<file path="src/rtl/sa_buf_pkg.sv">
package sa_buf_pkg;
  localparam int SA_COUNT   = 5;
  localparam int FRAME_BITS = 4;
  localparam int BYTE_BITS  = 1 << (FRAME_BITS - 1);
  localparam int ADR_BITS   = 4;
endpackage

</file>
<file path="src/rtl/sa_tx_bank.sv">
module sa_tx_bank #(
  parameter int N_SA  = sa_buf_pkg::SA_COUNT,
  parameter int FRM_W = sa_buf_pkg::FRAME_BITS
) (
  input  logic                                    clk,
  input  logic                                    rst_n,
  input  logic [N_SA-1:0]                         wr_sel,
  input  logic [(1<<(FRM_W-1))-1:0]               wr_data,
  input  logic                                    frm_stb,
  input  logic [FRM_W-1:0]                        frm_num,
  output logic [N_SA-1:0][(1<<(FRM_W-1))-1:0]     cfg,
  output logic [N_SA-1:0][(1<<(FRM_W-1))-1:0]     work,
  output logic [N_SA-1:0]                         sa_out
);
  localparam int BYTE_W = 1 << (FRM_W - 1);
  localparam int IDX_W  = FRM_W - 1;

  logic [N_SA-1:0][BYTE_W-1:0] cfg_d, work_d;
  logic                        load_en;
  logic [IDX_W-1:0]            bpos;

  assign load_en = frm_stb && (frm_num == '0);
  assign bpos    = ~frm_num[FRM_W-1:1];

  always_comb begin
    cfg_d = cfg;
    for (int k = 0; k < N_SA; k++) begin
      if (wr_sel[k]) cfg_d[k] = wr_data;
    end
  end

  always_comb begin
    work_d = work;
    if (load_en) work_d = cfg;
  end

  always_ff @(posedge clk or negedge rst_n) begin
    if (!rst_n) begin
      cfg  <= '1;
      work <= '1;
    end else begin
      cfg  <= cfg_d;
      work <= work_d;
    end
  end

  generate
    for (genvar g = 0; g < N_SA; g++) begin : g_sa
      assign sa_out[g] = frm_num[0] ? work[g][bpos] : 1'b1;
    end
  endgenerate
endmodule

</file>
<file path="src/rtl/sa_rx_bank.sv">
module sa_rx_bank #(
  parameter int N_SA  = sa_buf_pkg::SA_COUNT,
  parameter int FRM_W = sa_buf_pkg::FRAME_BITS
) (
  input  logic                                    clk,
  input  logic                                    rst_n,
  input  logic                                    frm_stb,
  input  logic [FRM_W-1:0]                        frm_num,
  input  logic                                    mf_valid,
  input  logic [N_SA-1:0]                         sa_in,
  output logic [N_SA-1:0][(1<<(FRM_W-1))-1:0]     snap,
  output logic                                    new_mf
);
  localparam int BYTE_W = 1 << (FRM_W - 1);
  localparam int IDX_W  = FRM_W - 1;
  localparam logic [FRM_W-1:0] FIRST_NUM = FRM_W'(1);
  localparam logic [FRM_W-1:0] LAST_NUM  = {FRM_W{1'b1}};

  logic [N_SA-1:0][BYTE_W-1:0] shadow_q, shadow_d, snap_d;
  logic                        head_q, head_d, new_d;
  logic [IDX_W-1:0]            bpos;

  assign bpos = ~frm_num[FRM_W-1:1];

  always_comb begin
    shadow_d = shadow_q;
    snap_d   = snap;
    head_d   = head_q;
    new_d    = 1'b0;
    if (!mf_valid) begin
      head_d = 1'b0;
    end else if (frm_stb && frm_num[0]) begin
      for (int k = 0; k < N_SA; k++) begin
        shadow_d[k][bpos] = sa_in[k];
      end
      if (frm_num == FIRST_NUM) head_d = 1'b1;
      if (frm_num == LAST_NUM && head_q) begin
        snap_d = shadow_d;
        new_d  = 1'b1;
        head_d = 1'b0;
      end
    end
  end

  always_ff @(posedge clk or negedge rst_n) begin
    if (!rst_n) begin
      shadow_q <= '0;
      snap     <= '0;
      head_q   <= 1'b0;
      new_mf   <= 1'b0;
    end else begin
      shadow_q <= shadow_d;
      snap     <= snap_d;
      head_q   <= head_d;
      new_mf   <= new_d;
    end
  end
endmodule

</file>
<file path="src/rtl/sa_mframe_buf.sv">
module sa_mframe_buf #(
  parameter int N_SA   = sa_buf_pkg::SA_COUNT,
  parameter int FRM_W  = sa_buf_pkg::FRAME_BITS,
  parameter int ADDR_W = sa_buf_pkg::ADR_BITS
) (
  input  logic                          clk,
  input  logic                          rst_n,
  input  logic                          bus_en,
  input  logic                          bus_we,
  input  logic [ADDR_W-1:0]             bus_addr,
  input  logic [(1<<(FRM_W-1))-1:0]     bus_wdata,
  output logic [(1<<(FRM_W-1))-1:0]     bus_rdata,
  input  logic                          tx_frm_stb,
  input  logic [FRM_W-1:0]              tx_frm_num,
  output logic [N_SA-1:0]               tx_sa,
  input  logic                          rx_frm_stb,
  input  logic [FRM_W-1:0]              rx_frm_num,
  input  logic                          rx_mf_valid,
  input  logic [N_SA-1:0]               rx_sa,
  output logic                          rx_new
);
  localparam int BYTE_W = 1 << (FRM_W - 1);
  localparam int OFS_W  = ADDR_W - 1;

  logic [N_SA-1:0][BYTE_W-1:0] tx_cfg, tx_work, rx_snap;
  logic [N_SA-1:0]             tx_wr;
  logic [BYTE_W-1:0]           rd_d;
  logic                        rd_en;
  logic                        is_rx;
  logic [OFS_W-1:0]            ofs;

  assign is_rx = bus_addr[ADDR_W-1];
  assign ofs   = bus_addr[OFS_W-1:0];
  assign rd_en = bus_en && !bus_we;

  always_comb begin
    for (int k = 0; k < N_SA; k++) begin
      tx_wr[k] = bus_en && bus_we && !is_rx && (ofs == OFS_W'(k));
    end
  end

  always_comb begin
    rd_d = '0;
    for (int k = 0; k < N_SA; k++) begin
      if (ofs == OFS_W'(k)) rd_d = is_rx ? rx_snap[k] : tx_cfg[k];
    end
  end

  always_ff @(posedge clk or negedge rst_n) begin
    if (!rst_n)     bus_rdata <= '0;
    else if (rd_en) bus_rdata <= rd_d;
  end

  sa_tx_bank #(.N_SA(N_SA), .FRM_W(FRM_W)) u_tx (
    .clk(clk), .rst_n(rst_n), .wr_sel(tx_wr), .wr_data(bus_wdata),
    .frm_stb(tx_frm_stb), .frm_num(tx_frm_num),
    .cfg(tx_cfg), .work(tx_work), .sa_out(tx_sa)
  );

  sa_rx_bank #(.N_SA(N_SA), .FRM_W(FRM_W)) u_rx (
    .clk(clk), .rst_n(rst_n), .frm_stb(rx_frm_stb), .frm_num(rx_frm_num),
    .mf_valid(rx_mf_valid), .sa_in(rx_sa), .snap(rx_snap), .new_mf(rx_new)
  );
endmodule

</file>
<file path="config.mk">
export PLATFORM = sky130hd
export DESIGN_NAME = sa_mframe_buf
export DESIGN_NICKNAME = d
export VERILOG_FILES = /design/src/rtl/sa_buf_pkg.sv /design/src/rtl/sa_tx_bank.sv /design/src/rtl/sa_rx_bank.sv /design/src/rtl/sa_mframe_buf.sv
export SDC_FILE = /design/constraint.sdc
export NUM_CORES = 1
export LEC_CHECK = 0
export BUFFER_PORTS_ARGS = -buffer_cell sky130_fd_sc_hd__buf_2
export CAP_MARGIN = 20
export CORE_ASPECT_RATIO = 0.75
export CORE_MARGIN = 1
export CORE_UTILIZATION = 34
export DETAILED_ROUTE_END_ITERATION = 10
export GPL_TIMING_DRIVEN = 0
export PLACE_DENSITY_LB_ADDON = 0.12
export SYNTH_ARGS = -nofsm -noshare
export SYNTH_HDL_FRONTEND = slang
export SYNTH_SLANG_ARGS = --single-unit
</file>
<file path="constraint.sdc">
create_clock -name clk -period 2.4 [get_ports clk]
set_clock_uncertainty 0.2 [all_clocks]
set_input_delay 0.48 -clock clk [delete_from_list [all_inputs] [get_ports clk]]
set_output_delay 0.48 -clock clk [all_outputs]
set_load 0.005 [all_outputs]
</file>
==> parameters.txt <==
Parameter                              Value

Outcome
  Result of the run ... finished clean

Drt
  Antenna violation net count after detailed routing ... 0
  Number of vias per cell after detailed routing ... slightly above 5
  1st-pass router iterations ... 5
  Detailed-route DRC error count ... 0
  Wirelength per Cell ... 21.7 um
  Total length of routed wires ... between 20000 and 25000 um
  Violation count after the first detailed-routing iteration ... 305
  Total number of vias ... slightly below 5000

Critical path
  Type of element launching the critical path ... flip-flop
  Reg2Reg Depth ... 3
  Category of the critical setup timing path ... flip-flop to output port
  Worst-path maximum fanout ... 2
  Arr. time, crit path ... between 1.5 and 2 ns
  Startpoint of the worst-slack reg-to-reg timing path ... u_tx.cfg[10]$_DFFE_PN1P_
  Required time of the worst setup path ... around 1.7 ns
  Crit. Startpoint ... u_tx.work[32]$_DFFE_PN1P_
  Critical Path End Type ... output port

Finish
  Seq. cell area ... approximately 4200 um^2
  Fin nets ... around 670
  Antenna diode instance count ... 0
  P&R area growth vs syn ... 15.1%
  Proportion of layout cells with a drive suffix above 1 ... 0.512
  Footprint of the multi-input gates ... between 3000 and 4000 um^2
  Area of all placed cells without fillers ... just over 9000 um^2
  Fill cell count ... between 2000 and 2500

Power and ir drop
  Power Dens Cells ... approximately 800 nW/um^2
  Highest ir drop seen on vdd ... about 0.00052 V
  Leakage ... between 4 and 5 nW

STA
  Number of hold-slack violations in the final timing report ... 0
  Total negative slack for setup checks ... 0 ns
  Post-layout worst setup margin ... ~0.055 ns
  Final Cycle Share ... 0.977
  Final setup violation count ... 0
  Final worst path period need ... between 2 and 2.5 ns
  Max-slew violations ... 0
  Remaining max-slew budget at the tightest pin ... 0.449
  Setup repair after global routing missed its margin ... false
  Highest attainable clock frequency ... around 430 MHz
  Post-Route Hold Slack ... roughly 0.11 ns
  Measured slew at the worst slew-check pin ... about 0.82 ns

Logic synthesis
  Synthesized area per cell ... roughly 14 um^2
  Count of flip-flops with a built-in enable after synthesis ... 0
  Most repeated cell in the gate-level netlist after synthesis ... sky130_fd_sc_hd__mux2_2
  Number of instances in the synthesized netlist ... around 580
  Synth warn ... 0
  Most area-consuming cells after synthesis ... sky130_fd_sc_hd__dfrtp_1 (27%), sky130_fd_sc_hd__dfstp_2 (27%), sky130_fd_sc_hd__mux2_2 (17%)
  Share of flip-flops with an asynchronous set or reset ... 1.00
  Part of the Yosys area used for sequential elements ... 0.536
  Post-synthesis cell type count ... 45
  Yosys top cell area share ... 0.270
  Total of flip-flops plus latches after synthesis ... approximately 170
  Synth Cell Area ... 7890 um^2
  Yosys top cell by area ... sky130_fd_sc_hd__dfrtp_1
  Predominant post-synthesis flop cell ... sky130_fd_sc_hd__dfrtp_1
  Synth Net Count ... a little over 600
  Top cell types by occurrence after synthesis ... sky130_fd_sc_hd__mux2_2 (119), sky130_fd_sc_hd__dfrtp_1 (85), sky130_fd_sc_hd__dfstp_2 (80)

Clock network
  Buffer depth of the longest clock path ... 2
  CTS tree ... built
  TritonCTS buffer count ... 17
  Clock root buffer master ... sky130_fd_sc_hd__clkbuf_16
  Sink Count ... between 150 and 200
  Count of buffers added by post-CTS timing repair for setup ... 0
  Maximum level of the CTS H-tree ... 4
  Latest clock arrival within the worst-skew pair ... between 0.4 and 0.5 ns
  Clock transition at the registers of the reported paths ... 0.06 ns

Run
  Reported max-cap violation count ... 0

Die
  Width of the die ... 178 um
  Floorplan core area ... roughly 22000 um^2
  Number of placed I/O pins ... 46
  Die ar. ... between 20000 and 25000 um^2
  Placement row count ... 47
  Height of the die ... 134 um
  Starting density of the core ... 0.352

Placed design
  Detailed placement HPWL ... around 16000 um
  Place WS ... -0.322 ns
  Placed inst area ... 8490 um^2
  Buffers added on ports ... 40
  Placer's final routability congestion estimate ... around 0.83

Global route
  Tot GR Track Use ... 0.185
  Number of antenna violations at the first check in global routing ... 1
  Via count of the first global-routing pass ... roughly 5100
  Overflow after GRT ... 0
  Pin count of the biggest net entering global routing ... between 100 and 150
  Global-route wire length before repair ... approximately 32000 um

Min path
  Worst hold path class ... input pin to flip-flop
  Hold Path Cell Cnt ... 2
  Worst Min Path Start ... rx_mf_valid
-- layout by cell type, fill, tap and decap left out, types with 2 or more instances in the layout --
cell                         netlist  layout
sky130_fd_sc_hd__mux2_2          119     119
sky130_fd_sc_hd__dfrtp_1          85      85
sky130_fd_sc_hd__dfstp_2          80      80
sky130_fd_sc_hd__mux2i_1          65      65
sky130_fd_sc_hd__o21ai_0          54      54
sky130_fd_sc_hd__nand2_1          49      49
sky130_fd_sc_hd__buf_2            11      48
sky130_fd_sc_hd__clkbuf_16         0      18
sky130_fd_sc_hd__clkbuf_1         12      14
sky130_fd_sc_hd__mux4_2           13      13
sky130_fd_sc_hd__buf_4             7       8
sky130_fd_sc_hd__mux2_4            8       8
sky130_fd_sc_hd__buf_6             7       7
sky130_fd_sc_hd__nor2_1            7       7
sky130_fd_sc_hd__a21oi_1           7       7
sky130_fd_sc_hd__a22o_1            5       5
sky130_fd_sc_hd__a31o_2            5       5
sky130_fd_sc_hd__clkinv_2          0       5
sky130_fd_sc_hd__o21ai_1           4       4
sky130_fd_sc_hd__and2_1            3       3
sky130_fd_sc_hd__nand3b_2          3       3
sky130_fd_sc_hd__nor2b_1           3       3
sky130_fd_sc_hd__o31ai_1           3       3
sky130_fd_sc_hd__inv_1             2       2
sky130_fd_sc_hd__or3b_1            2       2
sky130_fd_sc_hd__nor2_8            2       2
sky130_fd_sc_hd__nand2b_1          2       2
sky130_fd_sc_hd__nor3b_2           2       2
sky130_fd_sc_hd__a211oi_1          2       2
sky130_fd_sc_hd__o211a_1           2       2
sky130_fd_sc_hd__inv_4             0       2
sky130_fd_sc_hd__clkinvlp_4        0       2
-- critical path: stages, from the launching register on --
cell,delay (ns)
sky130_fd_sc_hd__dfstp_2,0.37
sky130_fd_sc_hd__mux4_2,0.51
sky130_fd_sc_hd__mux2i_1,0.18
sky130_fd_sc_hd__nand2_1,0.06
sky130_fd_sc_hd__buf_2,0.12
-- where the power goes --
group	total, mW	switching, mW	internal (mW)
combinational	1.02	0.443	0.578
clock	2.53	1.09	1.44
sequential	3.67	0.284	3.39
total	7.23	1.82	5.41
-- kinds of logic (layout without fill, tap and decap cells) --
kind of cell	after synthesis	in the layout	share of synthesized area
compound gates	84	84	0.0612
simple gates	88	88	0.0677
buf+inv	39	112	0.0303
flops	165	165	0.536
mux	205	205	0.305
-- per-layer routing --
| metal | GRT usage | vias up | part of all wire |
|---|---|---|---|
| li1 | - | 2230 | - |
| met1 | 0.285 | 2570 | 0.53 |
| met2 | 0.260 | 84 | 0.42 |
| met3 | 0.0400 | 12 | 0.039 |
| met4 | 0.0432 | 0 | 0.0093 |
| met5 | 0 | - | 0 |
-- per-stage QoR --
step	util	cells	power (mW)
5_1_grt	0.405	948	7.57
3_3_place_gp	0.377	915	4.69
3_5_place_dp	0.379	916	4.75
2_1_floorplan	-	581	4.31
6_report	0.405	948	7.23
4_1_cts	0.404	947	7.31
-- flip-flops by register name (all words and copies together) (netlist names) --
register / cells
u_rx.snap: 40
u_tx.cfg: 40
u_tx.work: 40
u_rx.shadow_q: 35
bus_rdata: 8
u_rx.head_q: 1
u_rx.new_mf: 1
-- final cells by class --
class                   instances  area share
well taps                     294      0.0405
plain buffers                  36      0.0267
multi-input cells             377       0.377
clock buffers                  21      0.0496
repair buffers                 43      0.0303
flip-flops and latches        165       0.466
inverters                       2    0.000827
clock inverters                10     0.00910
-- what timing repair did --
action / in CTS / in global routing
cloned: 0 / 1
endpoints found under the setup margin: 5 / 2
endpoints found under the hold margin: 21 / 0
gates resized for setup: 4 / 2
hold buffers: 1 / 0
pin swaps: 0 / 1
-- path summary, 6_finish.rpt --
path / end / slack [ns]
worst max-delay path: tx_sa[4] / 0.06
worst min register to register: bus_rdata[0]$_DFFE_PN0P_ / 0.29
worst min-delay path: u_rx.head_q$_DFFE_PN0P_ / 0.11
worst max register to register: bus_rdata[2]$_DFFE_PN0P_ / 0.61
min in group asynchronous: u_rx.shadow_q[11]$_DFFE_PN0P_ / 0.39
max in group asynchronous: u_tx.work[31]$_DFFE_PN1P_ / 0.70
No activity file was read; power rests on OpenSTA's default activity.
